File: config.mk
export PLATFORM = sky130hd
export DESIGN_NAME = reset_stretcher
export DESIGN_NICKNAME = d
export VERILOG_FILES = /design/src/rtl/reset_stretcher_pkg.sv /design/src/rtl/reset_stretcher_sync.sv /design/src/rtl/reset_stretcher_combine.sv /design/src/rtl/reset_stretcher_timer.sv /design/src/rtl/reset_stretcher_out.sv /design/src/rtl/reset_stretcher.sv
export SDC_FILE = /design/constraint.sdc
export NUM_CORES = 1
export LEC_CHECK = 0
export ABC_AREA = 1
export BUFFER_PORTS_ARGS = -buffer_cell sky130_fd_sc_hd__buf_4
export CAP_MARGIN = 20
export CORE_MARGIN = 2
export CORE_UTILIZATION = 55
export CTS_CLUSTER_SIZE = 14
export DETAILED_ROUTE_END_ITERATION = 8
export PLACE_DENSITY_LB_ADDON = 0.1
export RECOVER_POWER = 100
export SYNTH_ARGS = -nofsm -noshare
export SYNTH_HDL_FRONTEND = slang
export SYNTH_SLANG_ARGS = --single-unit
export TNS_END_PERCENT = 10
File: constraint.sdc
create_clock -name clk -period 1.7 [get_ports clk]
set_clock_uncertainty 0.15 [all_clocks]
set_input_delay 0.34 -clock clk [delete_from_list [all_inputs] [get_ports clk]]
set_output_delay 0.34 -clock clk [all_outputs]
set_load 0.005 [all_outputs]
File: src/rtl/reset_stretcher_pkg.sv
package reset_stretcher_pkg;

  // synchronized supervision sources
  typedef struct packed {
    logic undervolt;   // 1 = supply below threshold
    logic manual_n;    // 0 = manual reset request
    logic pfail_n;     // 0 = power failing, masks manual
  } sup_src_t;

  localparam int unsigned SRC_W = $bits(sup_src_t);

  // value each source takes while idle (also synchronizer reset value)
  localparam sup_src_t SRC_IDLE = '{undervolt: 1'b0, manual_n: 1'b1, pfail_n: 1'b1};

endpackage

File: src/rtl/reset_stretcher_sync.sv
module reset_stretcher_sync #(
  parameter int unsigned WIDTH  = 3,
  parameter int unsigned STAGES = 2,
  parameter logic [WIDTH-1:0] RESET_VAL = '0
) (
  input  logic             clk,
  input  logic             rst,
  input  logic [WIDTH-1:0] d,
  output logic [WIDTH-1:0] q
);

  for (genvar b = 0; b < WIDTH; b++) begin : g_bit
    logic [STAGES-1:0] chain;
    if (STAGES == 1) begin : g_one
      always_ff @(posedge clk) begin
        if (rst) chain <= RESET_VAL[b];
        else     chain <= d[b];
      end
    end else begin : g_many
      always_ff @(posedge clk) begin
        if (rst) chain <= {STAGES{RESET_VAL[b]}};
        else     chain <= {chain[STAGES-2:0], d[b]};
      end
    end
    assign q[b] = chain[STAGES-1];
  end

endmodule

File: src/rtl/reset_stretcher_combine.sv
module reset_stretcher_combine
  import reset_stretcher_pkg::*;
(
  input  sup_src_t src,
  output logic     req
);

  logic manual_req;

  // manual line is masked whenever the power-fail flag is low
  always_comb begin
    manual_req = ~src.manual_n & src.pfail_n;
    req        = src.undervolt | manual_req;
  end

endmodule

File: src/rtl/reset_stretcher_timer.sv
module reset_stretcher_timer #(
  parameter int unsigned REC_CYCLES = 50_000_000
) (
  input  logic clk,
  input  logic rst,
  input  logic req,
  output logic hold_nxt,
  output logic hold_q
);

  localparam int unsigned CNT_W = $clog2(REC_CYCLES + 1);
  localparam logic [CNT_W-1:0] LAST = CNT_W'(REC_CYCLES - 1);
  localparam logic [CNT_W-1:0] FULL = CNT_W'(REC_CYCLES);

  logic [CNT_W-1:0] cnt_q, cnt_nxt;

  always_comb begin
    hold_nxt = hold_q;
    cnt_nxt  = cnt_q;
    if (req) begin
      hold_nxt = 1'b1;
      cnt_nxt  = '0;
    end else if (hold_q) begin
      if (cnt_q == LAST) begin
        hold_nxt = 1'b0;
        cnt_nxt  = '0;
      end else begin
        cnt_nxt = cnt_q + 1'b1;
      end
    end
  end

  always_ff @(posedge clk) begin
    if (rst) begin
      hold_q <= 1'b1;
      cnt_q  <= '0;
    end else begin
      hold_q <= hold_nxt;
      cnt_q  <= cnt_nxt;
    end
  end

  // independent run length of request-free cycles, saturating at FULL
  logic [CNT_W-1:0] quiet_run;
  always_ff @(posedge clk) begin
    if (rst || req)          quiet_run <= '0;
    else if (quiet_run != FULL) quiet_run <= quiet_run + 1'b1;
  end

  a_r1_block_reset_holds: assert property (@(posedge clk) rst |=> hold_q);
  a_r2_req_asserts: assert property (@(posedge clk) disable iff (rst) req |=> hold_q);
  a_r3_full_recovery: assert property (@(posedge clk) disable iff (rst)
    $fell(hold_q) |-> (quiet_run == FULL));
  a_r3_count_in_range: assert property (@(posedge clk) disable iff (rst) cnt_q < FULL);
  a_r6_req_restarts: assert property (@(posedge clk) disable iff (rst)
    req |=> (cnt_q == '0));

endmodule

File: src/rtl/reset_stretcher_out.sv
module reset_stretcher_out (
  input  logic clk,
  input  logic rst,
  input  logic hold_nxt,
  output logic rst_hi,
  output logic rst_lo_n,
  output logic active
);

  // separate flops for each output, all loaded from the same next state
  always_ff @(posedge clk) begin
    if (rst) begin
      rst_hi   <= 1'b1;
      rst_lo_n <= 1'b0;
      active   <= 1'b1;
    end else begin
      rst_hi   <= hold_nxt;
      rst_lo_n <= ~hold_nxt;
      active   <= hold_nxt;
    end
  end

  a_r9_complement: assert property (@(posedge clk) disable iff (rst) rst_lo_n == ~rst_hi);
  a_r9_status_match: assert property (@(posedge clk) disable iff (rst) active == rst_hi);

endmodule

File: src/rtl/reset_stretcher.sv
module reset_stretcher
  import reset_stretcher_pkg::*;
#(
  parameter int unsigned REC_CYCLES  = 50_000_000,
  parameter int unsigned SYNC_STAGES = 2
) (
  input  logic clk,
  input  logic rst,
  input  logic supply_low,
  input  logic man_rst_n,
  input  logic pfail_n,
  output logic sys_rst_n,
  output logic sys_rst,
  output logic reset_active
);

  sup_src_t raw_src, sync_src;
  logic     req, hold_nxt, hold_q;

  always_comb begin
    raw_src.undervolt = supply_low;
    raw_src.manual_n  = man_rst_n;
    raw_src.pfail_n   = pfail_n;
  end

  reset_stretcher_sync #(
    .WIDTH(SRC_W), .STAGES(SYNC_STAGES), .RESET_VAL(SRC_IDLE)
  ) u_sync (
    .clk(clk), .rst(rst), .d(raw_src), .q(sync_src)
  );

  reset_stretcher_combine u_combine (
    .src(sync_src), .req(req)
  );

  reset_stretcher_timer #(
    .REC_CYCLES(REC_CYCLES)
  ) u_timer (
    .clk(clk), .rst(rst), .req(req), .hold_nxt(hold_nxt), .hold_q(hold_q)
  );

  reset_stretcher_out u_out (
    .clk(clk), .rst(rst), .hold_nxt(hold_nxt),
    .rst_hi(sys_rst), .rst_lo_n(sys_rst_n), .active(reset_active)
  );

  a_r9_out_tracks_state: assert property (@(posedge clk) disable iff (rst) sys_rst == hold_q);
  a_r7_masked_manual: assert property (@(posedge clk) disable iff (rst)
    (!sync_src.pfail_n && !sync_src.undervolt) |-> !req);

endmodule

# After elaboration in Yosys (flattened, before gate mapping)
# Cells that the tools add are included.
# W data, S select, Z words.
dict set report totals {
  ram_bits 0
  latchBits 0
  elab_cells 17
  out_inout_bits 3
  memories 0
  reg_bits 34
  romBits 0
}
dict set report classes {
  n_mul 0
  reduce_logical 1
  addsub 1
  muxes 4
  div 0
  magnitude_cmp 0
  shift 0
  n_eq_ne 1
  bitwise 4
}
# op count
set op_table {}
lappend op_table {{$add A26 B1 Y26 const B} 1}
lappend op_table {{$eq A26 B26 Y1 const B} 1}
lappend op_table {{$mux W26} 1}
lappend op_table {{$mux W1} 3}
lappend op_table {{$not A1 Y1} 2}
lappend op_table {{$reduce_or A2 Y1} 1}
lappend op_table {{$and A1 B1 Y1} 1}
lappend op_table {{$or A1 B1 Y1} 1}

# Depth between registers and ports, before layout
# Gate-level depths: netlist of the first run.
dict set report logic_depth {
  word_depth 5
  mapped_depth 9
  mapped_depth_nobuf 9
}

# Cells and area by module
# Synthesis of the first run repeated with hierarchy kept, for this count alone.
dict set report hier_totals {
  cells_unflattened 269
  area_unflattened_um2 1819.2
}
# module area_each_um2 n_inst cells_each
set by_module_without_submodules {}
lappend by_module_without_submodules {reset_stretcher_timer 1550.2 1 236}
lappend by_module_without_submodules {reset_stretcher_sync 191.4 1 22}
lappend by_module_without_submodules {reset_stretcher_out 62.6 1 7}
lappend by_module_without_submodules {reset_stretcher_combine 15.0 1 4}

# Worst setup path before layout of the first run
# Ideal clock, no wire load.
dict set report synth_timing {
  path_type {register -> register}
  startpoint {register u_timer.cnt_q[0]}
  endpoint {register u_timer.cnt_q[20]}
  n_path_buf 1
  arrival_ns 1.241
  path_slack_ns 0.197
  period_less_slack_ns 1.503
  stages_incl_launch_ff 10
  path_cell_list {dfxtp_1 ha_1 inv_1 nor2_4 nand3_2 nor2_1 nand3b_1 nand2_2 buf_6 nor2_1}
}
dict set report synth_between {
  elab_chain_cells 2
  word_cells_on_any_way 3
  cone_classes {add/sub: 1; eq/ne: 1; mux: 1}
}
# item line
set synth_rtl {}
lappend synth_rtl {{from (decl)} reset_stretcher_timer.sv:15} ;# logic [CNT_W-1:0] cnt_q, cnt_nxt;
lappend synth_rtl {{from (signal assigned)} reset_stretcher_timer.sv:39} ;# cnt_q <= cnt_nxt;
lappend synth_rtl {{$add A26 B1 Y26 or $eq A26 B26 Y1 (tied branches)} {reset_stretcher_timer.sv:28, reset_stretcher_timer.sv:24}}
lappend synth_rtl {{$mux W26 *} reset_stretcher_timer.sv:24} ;# if (cnt_q == LAST) begin
# Every way passes the cells marked *; elsewhere a longest branch is shown, timed or not.
# A chain may end at the register's enable or synchronous reset.

# Worst setup path after layout of the first run
dict set report layout_timing {
  startpoint {register u_timer.cnt_q[1]}
  endpoint {register u_timer.cnt_q[22]}
}
# The elaborated chain is that of the path after synthesis.

==> flow_metrics.env, run 1 <==
export IMPL_status="complete, no violations"
export IMPL_comb_power_share_pct=3.2
export IMPL_cp_start_kind="flip-flop"
export IMPL_dp_cells=331
export IMPL_grt_pass1_vias=1430
export IMPL_drc=0
export IMPL_met3_usage_pct=6.51
export IMPL_yosys_area_top_type_share_pct=37.6
export IMPL_hp_start="man_rst_n"
export IMPL_p_sw_share_pct=19.5
export IMPL_die_y_um=61.4
export IMPL_ant_nets=0
export IMPL_h_tree_depth=2
export IMPL_timing_fmax_ghz=0.628
export IMPL_setup_viol=0
export IMPL_vias=1671
export IMPL_reg2reg_setup_slack_ns=0.11
export IMPL_synthMuxAreaShare_pct=0
export IMPL_start_util_pct=58.3
export IMPL_post_cts_setup_buffer_count=0
export IMPL_ioPinCount=8
export IMPL_clk_latency_ns=0.35
export IMPL_hold_class="in -> reg"
export IMPL_overflow=0
export IMPL_reg2reg_to="u_timer.cnt_q[22]$_SDFFE_PP0P_"
export IMPL_cts_resized=0
export IMPL_clockBufferDepth=2
export IMPL_io_buffers=7
export IMPL_die_w_um=61.4
export IMPL_critPathMaxStageDelay_ns=0.37
export IMPL_synthSimpleGateAreaFrac_pct=43.6
export IMPL_dp_hpwl_um=2880
export IMPL_syn_inst=274
export IMPL_gr_usage_all_layers_pct=23.0
export IMPL_worstSetupPathType="reg -> reg"
export IMPL_drt_pass1_iterations=4
export IMPL_hold_ws_ns=0.0255
export IMPL_power_internal_mw=1.33
export IMPL_grt_max_degree=14
export IMPL_synth_fp_nets=281
export IMPL_synth_cell_types=23
export IMPL_synth_edff_count=0
export IMPL_finalSetupTns_ns=0
export IMPL_synth_top_family_by_area="simple AND/OR/NAND/NOR gates"
export IMPL_synth_warnings=0
export IMPL_gp_routability_congestion=0.897
export IMPL_routedWlPerCell_um=10.8
export IMPL_post_dp_cell_area_mm2=0.00196
export IMPL_synth_fa_ha_area_share_pct=1.38
export IMPL_finalCritPeriodShare_pct=93.7
export IMPL_total_power_mw=1.65
export IMPL_cts_root_buf="clkbuf_4"
export IMPL_antenna_found_initial=0
export IMPL_crit_arrival_ns=1.68
export IMPL_rsz0062_at_grt="yes"
export IMPL_p_per_area_mw_per_mm2=792
export IMPL_area_delta_synth_final_pct=15.2
export IMPL_cts_tree="built"
export IMPL_setup_ws_ns=0.108
export IMPL_crit_top_cell="nor2_1"
export IMPL_clkPwrFrac_pct=47.4
export IMPL_preCtsSetupSlack_ns=0.0360
export IMPL_design_area_mm2=0.00208
export IMPL_drt_initial_drc_count=105
export IMPL_final_cells=339
export IMPL_slew_headroom_pct=81.0
export IMPL_rr_startpoint="u_timer.cnt_q[1]$_SDFFE_PP0P_"
export IMPL_required_ns=1.79
export IMPL_synth_top_cell_by_area="dfxtp_1"
export IMPL_ys_ff_latch=34
export IMPL_async_flop_share_pct=0
export IMPL_layout_nets=301
export IMPL_reg2regPathDepth=9
export IMPL_fin_util_pct=67.2
export IMPL_seqPwrFrac_pct=49.4
export IMPL_n_antenna_cell=0
export IMPL_crit_path_end_kind="flip-flop"
export IMPL_synth_compound_area_share_pct=2.35
export IMPL_dieArea_mm2=0.00376
export IMPL_holdPathStages=2
export IMPL_cap_viol_max_count=0
export IMPL_synth_seq_area_share_pct=37.6
export IMPL_fp_coreArea_mm2=0.00310
export IMPL_synth_avg_cell_area_um2=6.60
export IMPL_ir_worst_vdd_mv=0.662
export IMPL_switchingPower_mw=0.323
export IMPL_synth_xor_area_share_pct=5.33
export IMPL_cts_hold_buf=0
export IMPL_avgViaCountPerCell=4.93
export IMPL_grt_first_pass_wirelength_um=6390
export IMPL_worst_slew_pin_slew_ns=0.285
export IMPL_grt_use_met2_pct=35.3
export IMPL_synthesis_area_mm2=0.00181
export IMPL_finalHoldViolCount=0
export IMPL_whs_endpoint="u_sync.g_bit[1].chain[0]$_SDFF_PP1_"
export IMPL_path_cells="ha_1 > inv_1 > nor2_4 > nand3_2 > nor2_1 > nand3b_1 > clkbuf_4 > nand3_1 > nor2_1"
export IMPL_drt_total_wl_um=3660
export IMPL_cts_buffers_inserted=5
export IMPL_maxSlewViolCount=0
export IMPL_clkTransAtPathRegs_ns=0.11
export IMPL_worst_path_max_fanout=4
export IMPL_fin_crit_ns=1.59
export IMPL_p_leak_nw=0.815
export IMPL_synthFlopType="dfxtp_1"
export IMPL_grtUsageMet1_pct=31.9
export IMPL_synth_area_top_cells="dfxtp_1 38%, nand2_1 14%, nor2_1 11%, inv_1 7.9%, nand3_1 6.1%"
export IMPL_slowest_stage="dfxtp_2"
export IMPL_num_rows=20
export IMPL_clkSinkCount=34
export IMPL_grt_most_used_layer="met2"
export IMPL_layout_drive_gt1_share_pct=15.6
how the worst max path moves through the flow:
stage                                  start                        endpoint  slack (ns)
3_5_place_dp   u_timer.cnt_q[1]$_SDFFE_PP0P_   u_timer.cnt_q[3]$_SDFFE_PP0P_        0.04
4_1_cts        u_timer.cnt_q[1]$_SDFFE_PP0P_   u_timer.cnt_q[3]$_SDFFE_PP0P_        0.02
6_report       u_timer.cnt_q[1]$_SDFFE_PP0P_  u_timer.cnt_q[22]$_SDFFE_PP0P_        0.11
2_1_floorplan  u_timer.cnt_q[0]$_SDFFE_PP0P_  u_timer.cnt_q[20]$_SDFFE_PP0P_        0.20
5_1_grt        u_timer.cnt_q[0]$_SDFFE_PP0P_  u_timer.cnt_q[24]$_SDFFE_PP0P_       -0.02
3_3_place_gp   u_timer.cnt_q[0]$_SDFFE_PP0P_  u_timer.cnt_q[24]$_SDFFE_PP0P_        0.09
final cells by class:
| class | instances | area, um^2 |
|---|---|---|
| Fill cell | 290 | 1020 |
| Multi-Input combinational cell | 197 | 965 |
| Inverter | 39 | 146 |
| Clock inverter | 2 | 60.1 |
| Sequential cell | 34 | 683 |
| Clock buffer | 6 | 51.3 |
| Tap cell | 44 | 55.1 |
| Timing Repair Buffer | 17 | 124 |
layer usage:
metal	part of all wire (%)	wire (um)
met1	50	1840
met3	5.7	210
met5	0	0
met2	42	1540
met4	1.7	61
cells by family after synthesis:
group	count (synthesis)
AOI/OAI and AO/OA	8
xor gates and xnor gates	11
adders and majority gates	2
buffers and inverters	43
DFF	34
and+or+nand+nor	176
sequential cells by signal, indices dropped and copies added (netlist names):
register,count
u_timer.hold_q,1
u_timer.cnt_q,26
u_out.rst_lo_n,1
u_sync.g_bit.chain,6
power by group through the flow:
stage	clock network [mW]	registers, mW	logic (mW)
floorplan	0	0.832	0.0369
global placement	0	0.832	0.0537
detailed placement	0	0.833	0.0541
CTS	0.794	0.815	0.0543
global route	0.819	0.818	0.0627
finish	0.782	0.816	0.0535
critical path, delay by kind of cell (launching register included):
kind                       cells  cell delay, ns
adders and majority gates      1            0.14
buffers and inverters          2            0.24
DFF                            1            0.37
and+or+nand+nor                6            0.57
synth_stat cells (3+ instances only):
cell type   n
a21oi_1     4
nand4_1     7
nor3_1      8
nand2_1    67
xor2_1      9
o21ai_0     3
dfxtp_1    34
inv_1      38
nand2_2     3
nand3_1    22
or2_2       4
nor2_1     53
nor2_2      5
nor2_4      3
layout by cell type (no fill, tap or decap):
cell type / instances
inv_1: 38
nand3b_1: 2
nor2_2: 7
ha_1: 2
inv_2: 1
nand3_1: 22
dfxtp_2: 2
clkbuf_8: 1
nor3_2: 1
dfxtp_1: 32
nand2_1: 68
o21ai_0: 3
nand4_1: 7
nor3_1: 7
clkbuf_4: 9
o21bai_1: 1
buf_4: 12
nor2_4: 3
nand3_2: 2
xnor2_1: 2
or2_2: 4
nand2_2: 1
nand2_4: 1
xor2_1: 9
clkbuf_1: 1
nor2_1: 51
bufinv_16: 2
a21oi_1: 4
(Power assumes the default switching activity.)
==> inputs of run 2 (changes only) <==
--- a/config.mk
+++ b/config.mk
@@ -8,8 +8,9 @@
 export ABC_AREA = 1
 export BUFFER_PORTS_ARGS = -buffer_cell sky130_fd_sc_hd__buf_4
 export CAP_MARGIN = 20
-export CORE_MARGIN = 2
+export CORE_MARGIN = 10
 export CORE_UTILIZATION = 55
+export CTS_BUF_LIST = sky130_fd_sc_hd__clkbuf_4 sky130_fd_sc_hd__clkbuf_8
 export CTS_CLUSTER_SIZE = 14
 export DETAILED_ROUTE_END_ITERATION = 8
 export PLACE_DENSITY_LB_ADDON = 0.1
==> flow_metrics.env, run 2 (synthesis results as in run 1) <==
export IMPL_status="complete, no violations"
export IMPL_area_sequential_um2=686
export IMPL_crit_path_end_kind="flip-flop"
export IMPL_start_util_pct=58.3
export IMPL_fin_util_pct=66.7
export IMPL_worstSetupPathType="reg -> reg"
export IMPL_cap_viol_max_count=0
export IMPL_die_y_um=77.4
export IMPL_fp_coreArea_mm2=0.00310
export IMPL_setup_viol=0
export IMPL_grt_max_degree=14
export IMPL_area_delta_synth_final_pct=14.3
export IMPL_layout_nets=302
export IMPL_ant_nets=0
export IMPL_timing_fmax_ghz=0.617
export IMPL_cts_hold_buf=0
export IMPL_cts_tree="built"
export IMPL_comb_power_share_pct=4.2
export IMPL_layout_drive_gt1_share_pct=17.9
export IMPL_required_ns=1.79
export IMPL_cts_buffers_inserted=5
export IMPL_clockBufferDepth=2
export IMPL_cts_root_buf="clkbuf_4"
export IMPL_clkSinkCount=34
export IMPL_n_antenna_cell=0
export IMPL_p_per_area_mw_per_mm2=658
export IMPL_fillers=321
export IMPL_die_w_um=77.4
export IMPL_drt_initial_drc_count=178
export IMPL_drt_pass1_iterations=5
export IMPL_multiInputGateArea_um2=996
export IMPL_drc=0
export IMPL_largest_reg_flops=26
export IMPL_rr_startpoint="u_timer.cnt_q[0]$_SDFFE_PP0P_"
export IMPL_avgViaCountPerCell=5.00
export IMPL_fin_crit_ns=1.62
export IMPL_finalCritPeriodShare_pct=95.3
export IMPL_ioPinCount=8
export IMPL_p_sw_share_pct=23.0
export IMPL_worst_path_max_fanout=7
export IMPL_routedWlPerCell_um=11.8
export IMPL_total_power_mw=1.36
export IMPL_clkPwrFrac_pct=35.8
export IMPL_layout_common_cells="66 x nand2_1, 49 x nor2_1, 38 x inv_1"
export IMPL_maxSlewViolCount=0
export IMPL_cp_start_kind="flip-flop"
export IMPL_switchingPower_mw=0.314
export IMPL_io_buffers=7
export IMPL_clkTransAtPathRegs_ns=0.11
export IMPL_dp_hpwl_um=3000
export IMPL_hold_ws_ns=0.0308
export IMPL_hold_class="in -> reg"
export IMPL_vias=1699
export IMPL_grt_first_pass_wirelength_um=6790
export IMPL_largestRegisters="u_timer.cnt_q x26, u_sync.g_bit.chain x6"
export IMPL_antenna_found_initial=0
export IMPL_gp_routability_congestion=0.865
export IMPL_slew_headroom_pct=76.9
export IMPL_seqPwrFrac_pct=59.9
export IMPL_grt_pass1_vias=1584
export IMPL_crit_arrival_ns=1.71
export IMPL_layout_commonest_cell="nand2_1"
export IMPL_clk_latency_ns=0.34
export IMPL_finalHoldViolCount=0
export IMPL_ir_worst_vdd_mv=0.470
export IMPL_crit_start="u_timer.cnt_q[0]$_SDFFE_PP0P_"
export IMPL_overflow=0
export IMPL_h_tree_depth=2
export IMPL_p_leak_nw=0.803
export IMPL_num_rows=20
export IMPL_power_internal_mw=1.05
export IMPL_hp_start="man_rst_n"
export IMPL_gr_usage_all_layers_pct=13.7
export IMPL_largest_register="u_timer.cnt_q"
export IMPL_dieArea_mm2=0.00598
export IMPL_drt_total_wl_um=4020
export IMPL_worst_slew_pin_slew_ns=0.347
run 2: cell types whose count changed in the layout (fill, tap and decap cells not counted), sizes merged:
cell and delta:
bufinv -2, clkbuf +1, clkinv +1, nand2 +1
run 2: path summary, 6_finish.rpt:
| check | slack (ns) | depth (start not counted) | end |
|---|---|---|---|
| worst max-delay path | 0.08 | 9 | u_timer.cnt_q[22]$_SDFFE_PP0P_ |
| worst min-delay path | 0.03 | 2 | u_sync.g_bit[1].chain[0]$_SDFF_PP1_ |
| worst max register to register | 0.08 | 9 | u_timer.cnt_q[22]$_SDFFE_PP0P_ |
| worst min register to register | 0.26 | 2 | u_sync.g_bit[2].chain[1]$_SDFF_PP0_ |
run 2: cell type report:
cell class / instances / share of cell area (%)
multi-input combinational: 198 / 48.2
sequential: 34 / 33.2
inverter: 39 / 7.08
timing repair buffer: 17 / 5.87
clock buffer: 7 / 2.84
tap: 44 / 2.66
clock inverter: 1 / 0.242
run 2: repair_timing:
action	in CTS	in global routing
cloned	0	1
resized for setup	1	13
buffers inserted	0	1
pin swaps	0	4
endpoints found under the hold margin	0	0
setup endpoints to repair	6	21
run 2: layer usage:
metal / routed length, um / up-vias / GRT usage (%)
li1: - / 886 / -
met1: 1840 / 734 / 16.1
met2: 1740 / 73 / 22.2
met3: 384 / 6 / 5.18
met4: 57 / 0 / 4.74
met5: 0 / - / 0
run 2: power groups by stage:
stage	sequential [mW]	combinational [mW]	clock (mW)
floorplan	0.832	0.0369	0
global placement	0.832	0.0539	0
detailed placement	0.833	0.0548	0
CTS	0.814	0.0564	0.498
global route	0.817	0.0645	0.533
finish	0.815	0.0574	0.488
run 2: critical path, cell delays in order, from the launching register on:
cell	delay [ns]
dfxtp_2	0.36
ha_1	0.15
inv_1	0.06
nor2_4	0.10
buf_4	0.12
nand2_2	0.09
nor2_4	0.18
nand4_1	0.13
nand3_1	0.13
nor2_1	0.04
run 2: per-stage QoR:
| step | setup slack, ns | area [um^2] | TNS, ns | cells |
|---|---|---|---|---|
| 6_report | 0.0795 | 2070 | 0 | 340 |
| 5_1_grt | -0.0339 | 2070 | -0.330 | 340 |
| 4_1_cts | 0.0305 | 2020 | 0 | 338 |
| 3_5_place_dp | 0.0262 | 1950 | 0 | 330 |
| 3_3_place_gp | 0.0724 | 1950 | 0 | 330 |
| 2_1_floorplan | 0.197 | 1810 | 0 | 274 |
==> inputs of run 3 (changes only) <==
--- a/config.mk
+++ b/config.mk
@@ -13,7 +13,8 @@
 export CTS_BUF_LIST = sky130_fd_sc_hd__clkbuf_4 sky130_fd_sc_hd__clkbuf_8
 export CTS_CLUSTER_SIZE = 14
 export DETAILED_ROUTE_END_ITERATION = 8
-export PLACE_DENSITY_LB_ADDON = 0.1
+export GPL_TIMING_DRIVEN = 0
+export PLACE_DENSITY = 0.72
 export RECOVER_POWER = 100
 export SYNTH_ARGS = -nofsm -noshare
 export SYNTH_HDL_FRONTEND = slang
==> constraint.sdc (replaced) <==
create_clock -name clk -period 1.6 [get_ports clk]
set_clock_uncertainty 0.15 [all_clocks]
set_input_delay 0.32 -clock clk [delete_from_list [all_inputs] [get_ports clk]]
set_output_delay 0.32 -clock clk [all_outputs]
set_load 0.005 [all_outputs]
==> flow_metrics.env, run 3 (synthesis results as in run 1) <==
export IMPL_status="complete, but fails checks"
export IMPL_failed_checks="hold timing, setup timing"
export IMPL_total_power_mw=1.80
export IMPL_ioPinCount=8
export IMPL_layout_nets=308
export IMPL_maxSlewViolCount=0
export IMPL_clkTransAtPathRegs_ns=0.11
export IMPL_grt_most_used_layer="met2"
export IMPL_layout_drive_gt1_share_pct=22.2
export IMPL_reg2reg_setup_slack_ns=-0.003
export IMPL_hp_start="supply_low"
export IMPL_grt_pass1_vias=1608
export IMPL_design_area_mm2=0.00219
export IMPL_finalHoldViolCount=1
export IMPL_fp_coreArea_mm2=0.00310
export IMPL_path_cells="ha_2 > inv_2 > nor2_4 > nand3_4 > nor2_2 > nand3b_1 > nand2_2 > buf_6 > nor2_1"
export IMPL_crit_path_end_kind="flip-flop"
export IMPL_dieArea_mm2=0.00598
export IMPL_die_y_um=77.4
export IMPL_die_w_um=77.4
export IMPL_fillers=301
export IMPL_grt_first_pass_wirelength_um=7270
export IMPL_ant_nets=0
export IMPL_drt_total_wl_um=4330
export IMPL_crit_arrival_ns=1.72
export IMPL_routedWlPerCell_um=12.5
export IMPL_setup_ws_ns=-0.00342
export IMPL_timing_fmax_ghz=0.624
export IMPL_p_per_area_mw_per_mm2=823
export IMPL_rsz0062_at_grt="yes"
export IMPL_drc=0
export IMPL_area_delta_synth_final_pct=21.2
export IMPL_antenna_found_initial=0
export IMPL_largestRegisters="u_timer.cnt_q x26, u_sync.g_bit.chain x6"
export IMPL_setup_viol=1
export IMPL_finalSetupTns_ns=-0.00342
export IMPL_slew_headroom_pct=66.5
export IMPL_path_buf_inv=2
export IMPL_critPathMaxStageDelay_ns=0.37
export IMPL_ir_worst_vdd_mv=0.570
export IMPL_preCtsSetupSlack_ns=-0.131
export IMPL_hold_ws_ns=-0.00266
export IMPL_clkSinkCount=34
export IMPL_io_buffers=7
export IMPL_finalCritPeriodShare_pct=100
export IMPL_clockBufferDepth=2
export IMPL_cp_start_kind="flip-flop"
export IMPL_layout_common_cells="65 x nand2_1, 49 x nor2_1, 36 x inv_1"
export IMPL_path_delay_family="simple AND/OR/NAND/NOR gates"
export IMPL_reg2reg_to="u_timer.cnt_q[7]$_SDFFE_PP0P_"
export IMPL_required_ns=1.71
export IMPL_drt_initial_drc_count=143
export IMPL_whs_endpoint="u_sync.g_bit[2].chain[0]$_SDFF_PP0_"
export IMPL_largest_reg_flops=26
export IMPL_fin_crit_ns=1.60
export IMPL_gp_routability_congestion=0.912
export IMPL_hold_class="in -> reg"
export IMPL_overflow=0
export IMPL_cts_buffers_inserted=5
export IMPL_num_rows=20
export IMPL_h_tree_depth=2
export IMPL_dp_hpwl_um=2920
export IMPL_n_antenna_cell=0
export IMPL_cts_tree="built"
export IMPL_grt_use_met2_pct=23.0
export IMPL_cts_root_buf="clkbuf_4"
export IMPL_post_dp_cell_area_mm2=0.00192
export IMPL_holdPathStages=3
export IMPL_layout_commonest_cell="nand2_1"
export IMPL_grt_max_degree=12
export IMPL_p_leak_nw=0.850
export IMPL_worstSetupPathType="reg -> reg"
export IMPL_grtUsageMet1_pct=18.4
export IMPL_reg2regPathDepth=9
export IMPL_slowest_stage="dfxtp_2"
export IMPL_cap_viol_max_count=0
export IMPL_start_util_pct=58.3
export IMPL_met3_usage_pct=3.57
export IMPL_worst_path_max_fanout=5
export IMPL_vias=1713
export IMPL_gr_usage_all_layers_pct=14.7
export IMPL_worst_slew_pin_slew_ns=0.503
export IMPL_clk_latency_ns=0.37
export IMPL_drt_pass1_iterations=4
export IMPL_rr_startpoint="u_timer.cnt_q[1]$_SDFFE_PP0P_"
export IMPL_largest_register="u_timer.cnt_q"
export IMPL_avgViaCountPerCell=4.95
## run 3: final cells by class
class                   count  area [um^2]  share of cell area [%]
flip-flops and latches     34          694                    31.7
repair buffers             20          165                    7.53
clock buffers               6         51.3                    2.34
multi-input cells         197          987                    45.0
inverters                  39          146                    6.67
clock inverters             2         60.1                    2.74
plain buffers               4         33.8                    1.54
well taps                  44         55.1                    2.51
## run 3: worst reg2reg max path: stages (launching register included)
cell and delay (ns):
dfxtp_2 0.37, ha_2 0.17, inv_2 0.04, nor2_4 0.13
nand3_4 0.10, nor2_2 0.09, nand3b_1 0.13, nand2_2 0.15
buf_6 0.14, nor2_1 0.04
## run 3: worst max-delay path by stage
stage,startpoint,to,cells past startpoint
after global placement,u_timer.cnt_q[1]$_SDFFE_PP0P_,u_timer.cnt_q[25]$_SDFFE_PP0P_,9
after floorplan,u_timer.cnt_q[0]$_SDFFE_PP0P_,u_timer.cnt_q[20]$_SDFFE_PP0P_,9
after detailed placement,u_timer.cnt_q[0]$_SDFFE_PP0P_,u_timer.cnt_q[25]$_SDFFE_PP0P_,9
final,u_timer.cnt_q[1]$_SDFFE_PP0P_,u_timer.cnt_q[7]$_SDFFE_PP0P_,9
after global routing,u_timer.cnt_q[0]$_SDFFE_PP0P_,u_timer.cnt_q[4]$_SDFFE_PP0P_,9
after CTS,u_timer.hold_q$_SDFF_PP1_,u_timer.cnt_q[13]$_SDFFE_PP0P_,8
## run 3: metrics by stage
step | std cells | util, %
final | 346 | 70.7
after global placement | 325 | 61.8
after global routing | 346 | 70.7
after detailed placement | 325 | 61.8
after CTS | 339 | 67.5
after floorplan | 274 | -
## run 3: timing repair
| action | 4_1_cts | 5_1_grt |
|---|---|---|
| setup buffers | 3 | 6 |
| hold buffers | 3 | 0 |
| gates resized for setup | 6 | 23 |
| pin swaps | 3 | 9 |
| endpoints found under the hold margin | 4 | 0 |
| gates cloned | 0 | 1 |
| setup endpoints to repair | 14 | 24 |
## run 3: routing by layer
metal | share of wire [%] | vias up | wire length (um)
met1 | 46 | 760 | 1990
met2 | 47 | 42 | 2020
li1 | - | 901 | -
met3 | 5.6 | 10 | 241
met5 | 0 | - | 0
met4 | 1.9 | 0 | 81
## run 3: report_power, final
| part | internal (mW) | switching (mW) |
|---|---|---|
| Clock | 0.529 | 0.326 |
| Sequential | 0.859 | 0.00777 |
| Combinational | 0.0393 | 0.0428 |
